**src/rtl/desc_ring_pkg.sv**
```systemverilog
package desc_ring_pkg;

  typedef enum logic [1:0] {
    SEL_START = 2'd0,
    SEL_FETCH = 2'd1,
    SEL_FIN   = 2'd2,
    SEL_SIZE  = 2'd3
  } wsel_e;

  localparam int unsigned BASE_SHIFT = 4;

  function automatic int unsigned size_shift(input logic [1:0] code);
    case (code)
      2'b01:   size_shift = BASE_SHIFT + 1;
      2'b10:   size_shift = BASE_SHIFT + 2;
      default: size_shift = BASE_SHIFT;
    endcase
  endfunction

endpackage

```
**src/rtl/drp_size_cfg.sv**
```systemverilog
module drp_size_cfg
  import desc_ring_pkg::*;
#(
  parameter int ADDR_W = 32,
  parameter int CODE_W = 2
) (
  input  logic              clk,
  input  logic              rst,
  input  logic              ld,
  input  logic [CODE_W-1:0] ld_code,
  output logic [CODE_W-1:0] code,
  output logic [ADDR_W-1:0] step,
  output logic [ADDR_W-1:0] low_mask
);

  logic [ADDR_W-1:0] one;
  assign one = {{(ADDR_W-1){1'b0}}, 1'b1};

  always_ff @(posedge clk) begin
    if (rst)     code <= '0;
    else if (ld) code <= ld_code;
  end

  always_comb begin
    step     = one << size_shift(code[1:0]);
    low_mask = step - one;
  end

endmodule

```
**src/rtl/drp_next_calc.sv**
```systemverilog
module drp_next_calc #(
  parameter int ADDR_W = 32
) (
  input  logic [ADDR_W-1:0] cur,
  input  logic [ADDR_W-1:0] start,
  input  logic [ADDR_W-1:0] step,
  input  logic              last,
  output logic [ADDR_W-1:0] nxt
);

  always_comb begin
    if (last) nxt = start;
    else      nxt = cur + step;
  end

endmodule

```
**src/rtl/drp_ptr_bank.sv**
```systemverilog
module drp_ptr_bank #(
  parameter int ADDR_W = 32,
  parameter int NPTR   = 3
) (
  input  logic                        clk,
  input  logic                        rst,
  input  logic [NPTR-1:0]             sw_ld,
  input  logic [ADDR_W-1:0]           sw_val,
  input  logic [NPTR-1:0]             hw_ld,
  input  logic [NPTR-1:0][ADDR_W-1:0] hw_val,
  output logic [NPTR-1:0][ADDR_W-1:0] q
);

  for (genvar i = 0; i < NPTR; i++) begin : g_ptr
    always_ff @(posedge clk) begin
      if (rst)            q[i] <= '0;
      else if (sw_ld[i])  q[i] <= sw_val;
      else if (hw_ld[i])  q[i] <= hw_val[i];
    end
  end

endmodule

```
**src/rtl/desc_ring_ptr.sv**
```systemverilog
module desc_ring_ptr
  import desc_ring_pkg::*;
#(
  parameter int ADDR_W = 32,
  parameter int CODE_W = 2
) (
  input  logic              clk,
  input  logic              rst,
  input  logic              engine_en,
  input  logic              wr_en,
  input  logic [1:0]        wr_sel,
  input  logic [ADDR_W-1:0] wr_data,
  input  logic              desc_done,
  input  logic              desc_last,
  output logic [ADDR_W-1:0] list_start,
  output logic [ADDR_W-1:0] fetch_ptr,
  output logic [ADDR_W-1:0] fin_ptr,
  output logic              fin_last,
  output logic [CODE_W-1:0] size_code,
  output logic [ADDR_W-1:0] next_fetch
);

  localparam int NPTR = 3;

  logic                        take_done;
  logic [ADDR_W-1:0]           step, low_mask, nxt, sw_val;
  logic [NPTR-1:0]             sw_ld, hw_ld;
  logic [NPTR-1:0][ADDR_W-1:0] hw_val, ptr_q;

  assign take_done = desc_done & engine_en;

  drp_size_cfg #(.ADDR_W(ADDR_W), .CODE_W(CODE_W)) u_cfg (
    .clk      (clk),
    .rst      (rst),
    .ld       (wr_en && wr_sel == SEL_SIZE && !engine_en),
    .ld_code  (wr_data[CODE_W-1:0]),
    .code     (size_code),
    .step     (step),
    .low_mask (low_mask)
  );

  drp_next_calc #(.ADDR_W(ADDR_W)) u_next (
    .cur   (ptr_q[SEL_FETCH]),
    .start (ptr_q[SEL_START]),
    .step  (step),
    .last  (desc_last),
    .nxt   (nxt)
  );

  always_comb begin
    sw_val = wr_data & ~low_mask;
    for (int i = 0; i < NPTR; i++) sw_ld[i] = wr_en && (wr_sel == 2'(i));
    hw_ld            = '0;
    hw_ld[SEL_FETCH] = take_done;
    hw_ld[SEL_FIN]   = take_done;
    hw_val            = '0;
    hw_val[SEL_FETCH] = nxt;
    hw_val[SEL_FIN]   = ptr_q[SEL_FETCH];
  end

  drp_ptr_bank #(.ADDR_W(ADDR_W), .NPTR(NPTR)) u_bank (
    .clk    (clk),
    .rst    (rst),
    .sw_ld  (sw_ld),
    .sw_val (sw_val),
    .hw_ld  (hw_ld),
    .hw_val (hw_val),
    .q      (ptr_q)
  );

  always_ff @(posedge clk) begin
    if (rst)            fin_last <= 1'b0;
    else if (take_done) fin_last <= desc_last;
  end

  assign list_start = ptr_q[SEL_START];
  assign fetch_ptr  = ptr_q[SEL_FETCH];
  assign fin_ptr    = ptr_q[SEL_FIN];
  assign next_fetch = ptr_q[SEL_FETCH];

  AST_STEP_FWD: assert property (@(posedge clk) disable iff (rst)
    (desc_done && engine_en && !desc_last && !(wr_en && wr_sel == SEL_FETCH))
    |=> fetch_ptr == $past(fetch_ptr) + $past(step));

  AST_WRAP_START: assert property (@(posedge clk) disable iff (rst)
    (desc_done && engine_en && desc_last && !(wr_en && wr_sel == SEL_FETCH))
    |=> fetch_ptr == $past(list_start));

  AST_FIN_RECORD: assert property (@(posedge clk) disable iff (rst)
    (desc_done && engine_en && !(wr_en && wr_sel == SEL_FIN))
    |=> fin_ptr == $past(fetch_ptr) && fin_last == $past(desc_last));

  AST_IDLE_HOLD: assert property (@(posedge clk) disable iff (rst)
    (!engine_en && !wr_en)
    |=> $stable(fetch_ptr) && $stable(fin_ptr) && $stable(fin_last));

  AST_SW_WINS: assert property (@(posedge clk) disable iff (rst)
    (wr_en && wr_sel == SEL_FETCH && desc_done && engine_en)
    |=> fetch_ptr == ($past(wr_data) & ~$past(low_mask)));

  AST_SIZE_LOCK: assert property (@(posedge clk) disable iff (rst)
    engine_en |=> $stable(size_code));

  AST_START_ALIGN: assert property (@(posedge clk) disable iff (rst)
    list_start[3:0] == 4'h0);

endmodule

```
**config.mk**
```make
export PLATFORM = sky130hd
export DESIGN_NAME = desc_ring_ptr
export DESIGN_NICKNAME = d
export VERILOG_FILES = /design/src/rtl/desc_ring_pkg.sv /design/src/rtl/drp_size_cfg.sv /design/src/rtl/drp_next_calc.sv /design/src/rtl/drp_ptr_bank.sv /design/src/rtl/desc_ring_ptr.sv
export SDC_FILE = /design/constraint.sdc
export NUM_CORES = 1
export LEC_CHECK = 0
export ABC_CLOCK_PERIOD_IN_PS = 4070
export BUFFER_PORTS_ARGS = -buffer_cell sky130_fd_sc_hd__buf_2
export CAP_MARGIN = 40
export CELL_PAD_IN_SITES_DETAIL_PLACEMENT = 0
export CELL_PAD_IN_SITES_GLOBAL_PLACEMENT = 1
export CORE_MARGIN = 1
export CORE_UTILIZATION = 38
export CTS_CLUSTER_SIZE = 16
export DETAILED_ROUTE_END_ITERATION = 6
export GPL_ROUTABILITY_DRIVEN = 0
export PLACE_DENSITY_LB_ADDON = 0.1
export SLEW_MARGIN = 5
export SYNTH_ARGS = -nofsm -noshare
export SYNTH_HDL_FRONTEND = slang
export SYNTH_SLANG_ARGS = --single-unit
```
**constraint.sdc**
```tcl
create_clock -name clk -period 4.07 [get_ports clk]
set_clock_uncertainty 0.2 [all_clocks]
set_input_delay 0.814 -clock clk [delete_from_list [all_inputs] [get_ports clk]]
set_output_delay 0.814 -clock clk [all_outputs]
set_load 0.005 [all_outputs]
```
==> impl_metrics.yaml, run 1 <==
clocking:
  cts_buffers: 9
  cts_setup_buffers: 0
  cts.sinks: 88
  htree_levels: 3
  root_buffer: "clkbuf_16"
  clockBufferDepth: 2
  path_clk_slew_ns: 0.06
  hold_buffers: 0
  clk_latency_ns: 0.34
  cts_tree: "built"
  cts_resized: 0
worst_setup_path:
  crit_type: "reg -> reg"
  start_kind: "flop"
  path_cells: "inv_1, ha_1, ha_1, inv_1, fa_1, nor2b_1, o21a_1, o21ai_2, or4_1, o211ai_1"
  critPathMaxStageDelay_ns: 0.54
  rr_worst_depth: 10
  critical-path-slowest-cell: "or4_1"
  crit_family: "adder cells"
  endpoint_kind: "flop"
  cp.arrival_ns: 3.25
  cp.required_ns: 4.14
  path_max_fanout: 11
  path_buf_inv: 2
  path_depth: 10
sta:
  slew_headroom: 0.475
  worst_pin_slew_ns: 0.787
  setup-violations-final: 0
  fmax_mhz: 314
  slew_viol_final: 0
  setup-tns-final_ns: 0
  rsz0062_at_grt: "false"
  period_share: 0.782
  hold_violations: 0
  period_minus_slack_ns: 3.18
grt:
  grt_pass1_vias: 4409
  grt-ovfl-total: 0
  grt_pass1_wl_mm: 23.9
  antenna_found_initial: 0
  track_usage: 0.230
  grt_max_degree: 59
logic_synthesis:
  post-synth-top-area-cell: "dfxtp_1"
  ys_ff_latch: 88
  yosys-mux-area-fraction: 0.0142
  yosys.area.top_type_share: 0.356
  netlist_area_mm2: 0.00495
  synth_top_family_by_area: "simple AND/OR/NAND/NOR gates"
  postSynth.asyncResetShare: 0
  synth_adder_area_share: 0.0217
  avgSynthCellArea_um2: 7.55
  ys_warn_count: 0
  ys_seq_area_frac: 0.356
  ys.flop_type: "dfxtp_1"
  synthDistinctLibCells: 56
  syn_inst: 655
  synth_xor_area_frac: 0.0230
  synth_compound_area_frac: 0.208
  synth_area_leaders: "dfxtp_1 36%, nand2_1 12%, buf_4 6.7%, a21oi_1 6.6%, a311oi_1 4.8%"
  yosys.area_share.simple: 0.257
  synth-edff-count: 0
die:
  die_w_um: 116
  dieArea_mm2: 0.0135
  core_area_mm2: 0.0127
  std_cell_rows: 41
  die_y_um: 116
  start_util: 0.391
  pin_count: 171
routing:
  route.met3.wl_um: 809
  top_layer_used: "met4"
  ant_nets: 0
  via_count: 4944
  drc: 0
  met1_length_mm: 7.29
  vias_per_cell: 5.34
  dr.pass1.iters: 5
  drt_iter0_markers: 282
  post_drt_wl_per_cell_um: 16.5
  wl_met2_mm: 7.03
  finalWirelength_mm: 15.3
placement:
  dp_hpwl_mm: 9.98
  io_buffers: 156
power:
  irDropWorstVdd_uv: 144
  leakage_nw: 2.50
  pwr_density_cell_mw_per_mm2: 338
  total_power_mw: 1.96
hold_path:
  hold_class: "reg -> reg"
  whs_path_depth: 2
final_layout:
  drive_gt1_frac: 0.255
  num-nets-final: 799
  syn2layout_area_growth_pct: 17.1
  diodes: 0
  nFillCells: 1343
run_status:
  status: "finished, final reports clean"
job:
  maxCapViolations: 0
==> cells in the mapped netlist (3+ instances only) <==
library cell  number
nand3_1           34
nand4_1            5
nand4b_1           4
and3_1             7
nor2b_1            4
and4_1             3
xor2_1            12
o211ai_1           6
a31oi_1           15
o2111ai_1          9
o21ai_0           17
buf_4             44
o31ai_1            3
or4_1              5
a311oi_1          27
clkbuf_1          35
buf_1             10
dfxtp_1           88
nor2_1            33
o22ai_1            7
inv_1             10
and2_1             3
mux2i_1            7
nand2_1          153
ha_1               7
a21oi_1           65
nand2b_1           5
==> registers in the layout, indices dropped and copies added (netlist names) <==
signal / flops
u_cfg.code: 2
fin_last: 1
u_bank.q: 85
==> layer usage <==
metal  vias to the layer above  GRT usage
li1                       2441          -
met1                      2346      0.319
met2                       146      0.366
met3                        11     0.0384
met4                         0     0.0718
met5                         -          0
==> power breakdown <==
| part | switching [mW] | internal, mW |
|---|---|---|
| Clock | 0.340 | 0.424 |
| Sequential | 0.0423 | 0.899 |
| Combinational | 0.152 | 0.0996 |
==> area by class of cell <==
cell class | count | area [um2] | share of cell area
inverters | 10 | 37.5 | 0.00648
multi-input cells | 473 | 2650 | 0.457
clock buffers | 13 | 250 | 0.0432
flip-flops and latches | 88 | 1760 | 0.304
clock inverters | 1 | 5.00 | 0.000863
repair buffers | 169 | 878 | 0.152
well taps | 172 | 215 | 0.0371
==> cells in the final DEF, fill, tap and decap left out, drive strengths merged, types with 3 or more instances in the layout <==
cell type / Yosys / routed
xor2: 12 / 12
a311oi: 27 / 27
clkbuf: 38 / 13
and2: 3 / 3
nand2: 153 / 153
o21ai: 18 / 18
o211ai: 6 / 6
mux2i: 7 / 7
nand2b: 5 / 5
o31ai: 3 / 3
and4: 4 / 4
nand4: 6 / 6
conb: 1 / 12
buf: 57 / 169
nand3: 34 / 34
inv: 10 / 10
and3: 9 / 9
nor3b: 3 / 3
nor2b: 4 / 4
o2111ai: 9 / 9
dfxtp: 88 / 88
a31oi: 15 / 15
a21oi: 65 / 65
ha: 7 / 7
or4: 5 / 5
o22ai: 7 / 7
nand4b: 4 / 4
nor2: 33 / 33
==> per-stage QoR <==
stage	util	std cells	hold slack, ns	setup slack [ns]	instance area, um2
3_5_place_dp	0.437	912	0.254	0.915	5540
5_1_grt	0.457	926	0.278	0.685	5800
3_3_place_gp	0.437	911	0.252	0.980	5530
4_1_cts	0.457	926	0.263	0.883	5800
2_1_floorplan	-	666	0.253	1.36	4990
6_report	0.457	926	0.264	0.889	5800
==> worst reg2reg max path, cell delays in order (launching register included) <==
cell      delay (ns)
dfxtp_1         0.37
inv_1           0.08
ha_1            0.34
ha_1            0.19
inv_1           0.06
fa_1            0.39
nor2b_1         0.17
o21a_1          0.45
o21ai_2         0.22
or4_1           0.54
o211ai_1        0.10
==> kinds of logic after synthesis <==
family,count (synthesis)
other cells,1
xor+xnor,13
fa+ha+maj,8
mux,7
buf+inv,105
flops,88
simple gates,272
compound gates,161
==> path summary, 6_finish.rpt <==
check | startpoint | endpoint | slack [ns]
min | u_bank.q[30]$_SDFFE_PP0P_ | u_bank.q[30]$_SDFFE_PP0P_ | 0.26
min reg2reg | u_bank.q[30]$_SDFFE_PP0P_ | u_bank.q[30]$_SDFFE_PP0P_ | 0.26
max | u_cfg.code[0]$_SDFFE_PP0P_ | u_bank.q[60]$_SDFFE_PP0P_ | 0.89
max reg2reg | u_cfg.code[0]$_SDFFE_PP0P_ | u_bank.q[60]$_SDFFE_PP0P_ | 0.89
No activity file was read; power rests on OpenSTA's default activity.
==> run 2: changes to the inputs <==
ABC_CLOCK_PERIOD_IN_PS = 3350   (was 4070)
CORE_UTILIZATION = 36   (was 38)
clock period = 3.35 ns   (was 4.07 ns; I/O delays follow)
==> run 2 against run 1 <==
Count of clock-buffer cells in the layout fell by 1. Core utilization fell by 1.8 points. Cell area rose by 1.1%. Sequential cell count did not move. Final cell count rose by 0.65%. Wire length rose by 3.3%. Critical endpoint is now u_bank.q[46]$_SDFFE_PP0P_.
==> impl_metrics.yaml, run 2 (synthesis gave the netlist of run 1 again) <==
run_status:
  status: "finished, final reports clean"
routing:
  drc: 0
  dr.pass1.iters: 4
  post_drt_wl_per_cell_um: 17.0
  vias_per_cell: 5.42
  via_count: 5056
  finalWirelength_mm: 15.8
  ant_nets: 0
  drt_iter0_markers: 329
sta:
  setup-violations-final: 0
  setup_slack_ns: 0.439
  hold_violations: 0
  rsz0062_at_grt: "false"
  worst_pin_slew_ns: 0.842
  slew_headroom: 0.435
  period_share: 0.869
  period_minus_slack_ns: 2.91
  whs_ns: 0.269
  fmax_mhz: 344
  setup-tns-final_ns: 0
  slew_viol_final: 0
clocking:
  root_buffer: "clkbuf_16"
  cts_tree: "built"
  cts.sinks: 88
  path_clk_slew_ns: 0.07
  cts_setup_buffers: 0
  hold_buffers: 0
  clk_latency_ns: 0.35
  cts_resized: 0
  clockBufferDepth: 2
  cts_buffers: 9
  htree_levels: 3
final_layout:
  final_common_cell: "buf_2"
  num-nets-final: 800
  regMostFlops: "u_bank.q"
  final_util: 0.439
  reg.largest.list: "u_bank.q (85), u_cfg.code (2), fin_last (1)"
  syn2layout_area_growth_pct: 18.4
  final_cell_mix: "156 x buf_2, 152 x nand2_1, 88 x dfxtp_1"
  drive_gt1_frac: 0.261
  largest_register_ffs: 85
  nFillCells: 1392
  diodes: 0
hold_path:
  whs_path_depth: 2
  hold_class: "reg -> reg"
  min_to: "fin_last$_SDFFE_PP0P_"
  hp-start: "fin_last$_SDFFE_PP0P_"
die:
  die_w_um: 119
  die_y_um: 119
  pin_count: 171
  core_area_mm2: 0.0133
  dieArea_mm2: 0.0142
  start_util: 0.371
  std_cell_rows: 42
worst_setup_path:
  start_kind: "flop"
  path_cells: "inv_1, ha_1, ha_1, inv_1, fa_1, nor2b_1, o21a_1, buf_4, o2111ai_1, mux2i_1, o41ai_1"
  crit_family: "adder cells"
  cp.arrival_ns: 2.96
  rr_worst_depth: 11
  reg2reg_setup_slack_ns: 0.44
  path_max_fanout: 10
  r2r_start: "u_cfg.code[0]$_SDFFE_PP0P_"
  critical-path-slowest-cell: "dfxtp_1"
  cp.required_ns: 3.40
  path_buf_inv: 3
  critPathMaxStageDelay_ns: 0.39
  crit_type: "reg -> reg"
  r2r_end: "u_bank.q[46]$_SDFFE_PP0P_"
  endpoint_kind: "flop"
power:
  irDropWorstVdd_uv: 231
  total_power_mw: 2.51
  leakage_nw: 2.54
  pwr_density_cell_mw_per_mm2: 429
grt:
  track_usage: 0.227
  grt_pass1_wl_mm: 25.1
  grt_pass1_vias: 4730
  grt-ovfl-total: 0
  antenna_found_initial: 0
  grt_max_degree: 59
placement:
  io_buffers: 156
  pre_cts_slack_ns: 0.456
  dp_hpwl_mm: 10.4
job:
  maxCapViolations: 0
==> run 2: cell types whose count changed in the layout (fill, tap and decap cells not counted) <==
cell,delta
buf_4,+1
bufinv_16,+1
clkbuf_1,-3
clkbuf_8,+2
clkinv_2,+1
==> run 2: worst max-delay path by stage <==
stage,from,end,slack [ns],cells after the start
after floorplan,u_cfg.code[0]$_SDFFE_PP0P_,u_bank.q[46]$_SDFFE_PP0P_,0.64,11
after global placement,u_cfg.code[0]$_SDFFE_PP0P_,u_bank.q[52]$_SDFFE_PP0P_,0.55,11
after detailed placement,u_cfg.code[0]$_SDFFE_PP0P_,u_bank.q[46]$_SDFFE_PP0P_,0.46,11
after CTS,u_cfg.code[0]$_SDFFE_PP0P_,u_bank.q[46]$_SDFFE_PP0P_,0.43,11
after global routing,u_cfg.code[0]$_SDFFE_PP0P_,u_bank.q[46]$_SDFFE_PP0P_,0.26,11
final,u_cfg.code[0]$_SDFFE_PP0P_,u_bank.q[46]$_SDFFE_PP0P_,0.44,11
==> run 2: tightest hold or removal path: stages, from the launching register on <==
cell and delay (ns):
dfxtp_1 0.31, nand2_1 0.05, a21oi_1 0.05
==> run 2: power by group <==
part	leakage [nW]	internal, mW	switching (mW)
logic	1.66	0.122	0.187
clock network	0.154	0.633	0.428
registers	0.717	1.09	0.0513
total	2.54	1.85	0.666
==> run 2: final cells by class <==
cell class	instances	area (um2)	area share
multi-input cells	473	2650	0.452
repair buffers	170	886	0.151
clock buffers	12	267	0.0455
inverters	10	37.5	0.00640
clock inverters	3	40.0	0.00683
well taps	176	220	0.0376
flip-flops and latches	88	1760	0.301
==> run 2: per-stage QoR <==
step / instances / area (um2)
after floorplan: 666 / 4990
after global placement: 917 / 5550
after detailed placement: 917 / 5550
after CTS: 932 / 5860
after global routing: 932 / 5860
final: 932 / 5860
==> run 2: metal layers <==
layer	vias up	global-route usage	wire length, um	share of wire
met4	0	0.0957	285	0.018
met5	-	0	0	0
met2	168	0.361	7350	0.46
li1	2452	-	-	-
met3	21	0.0350	924	0.058
met1	2415	0.305	7250	0.46
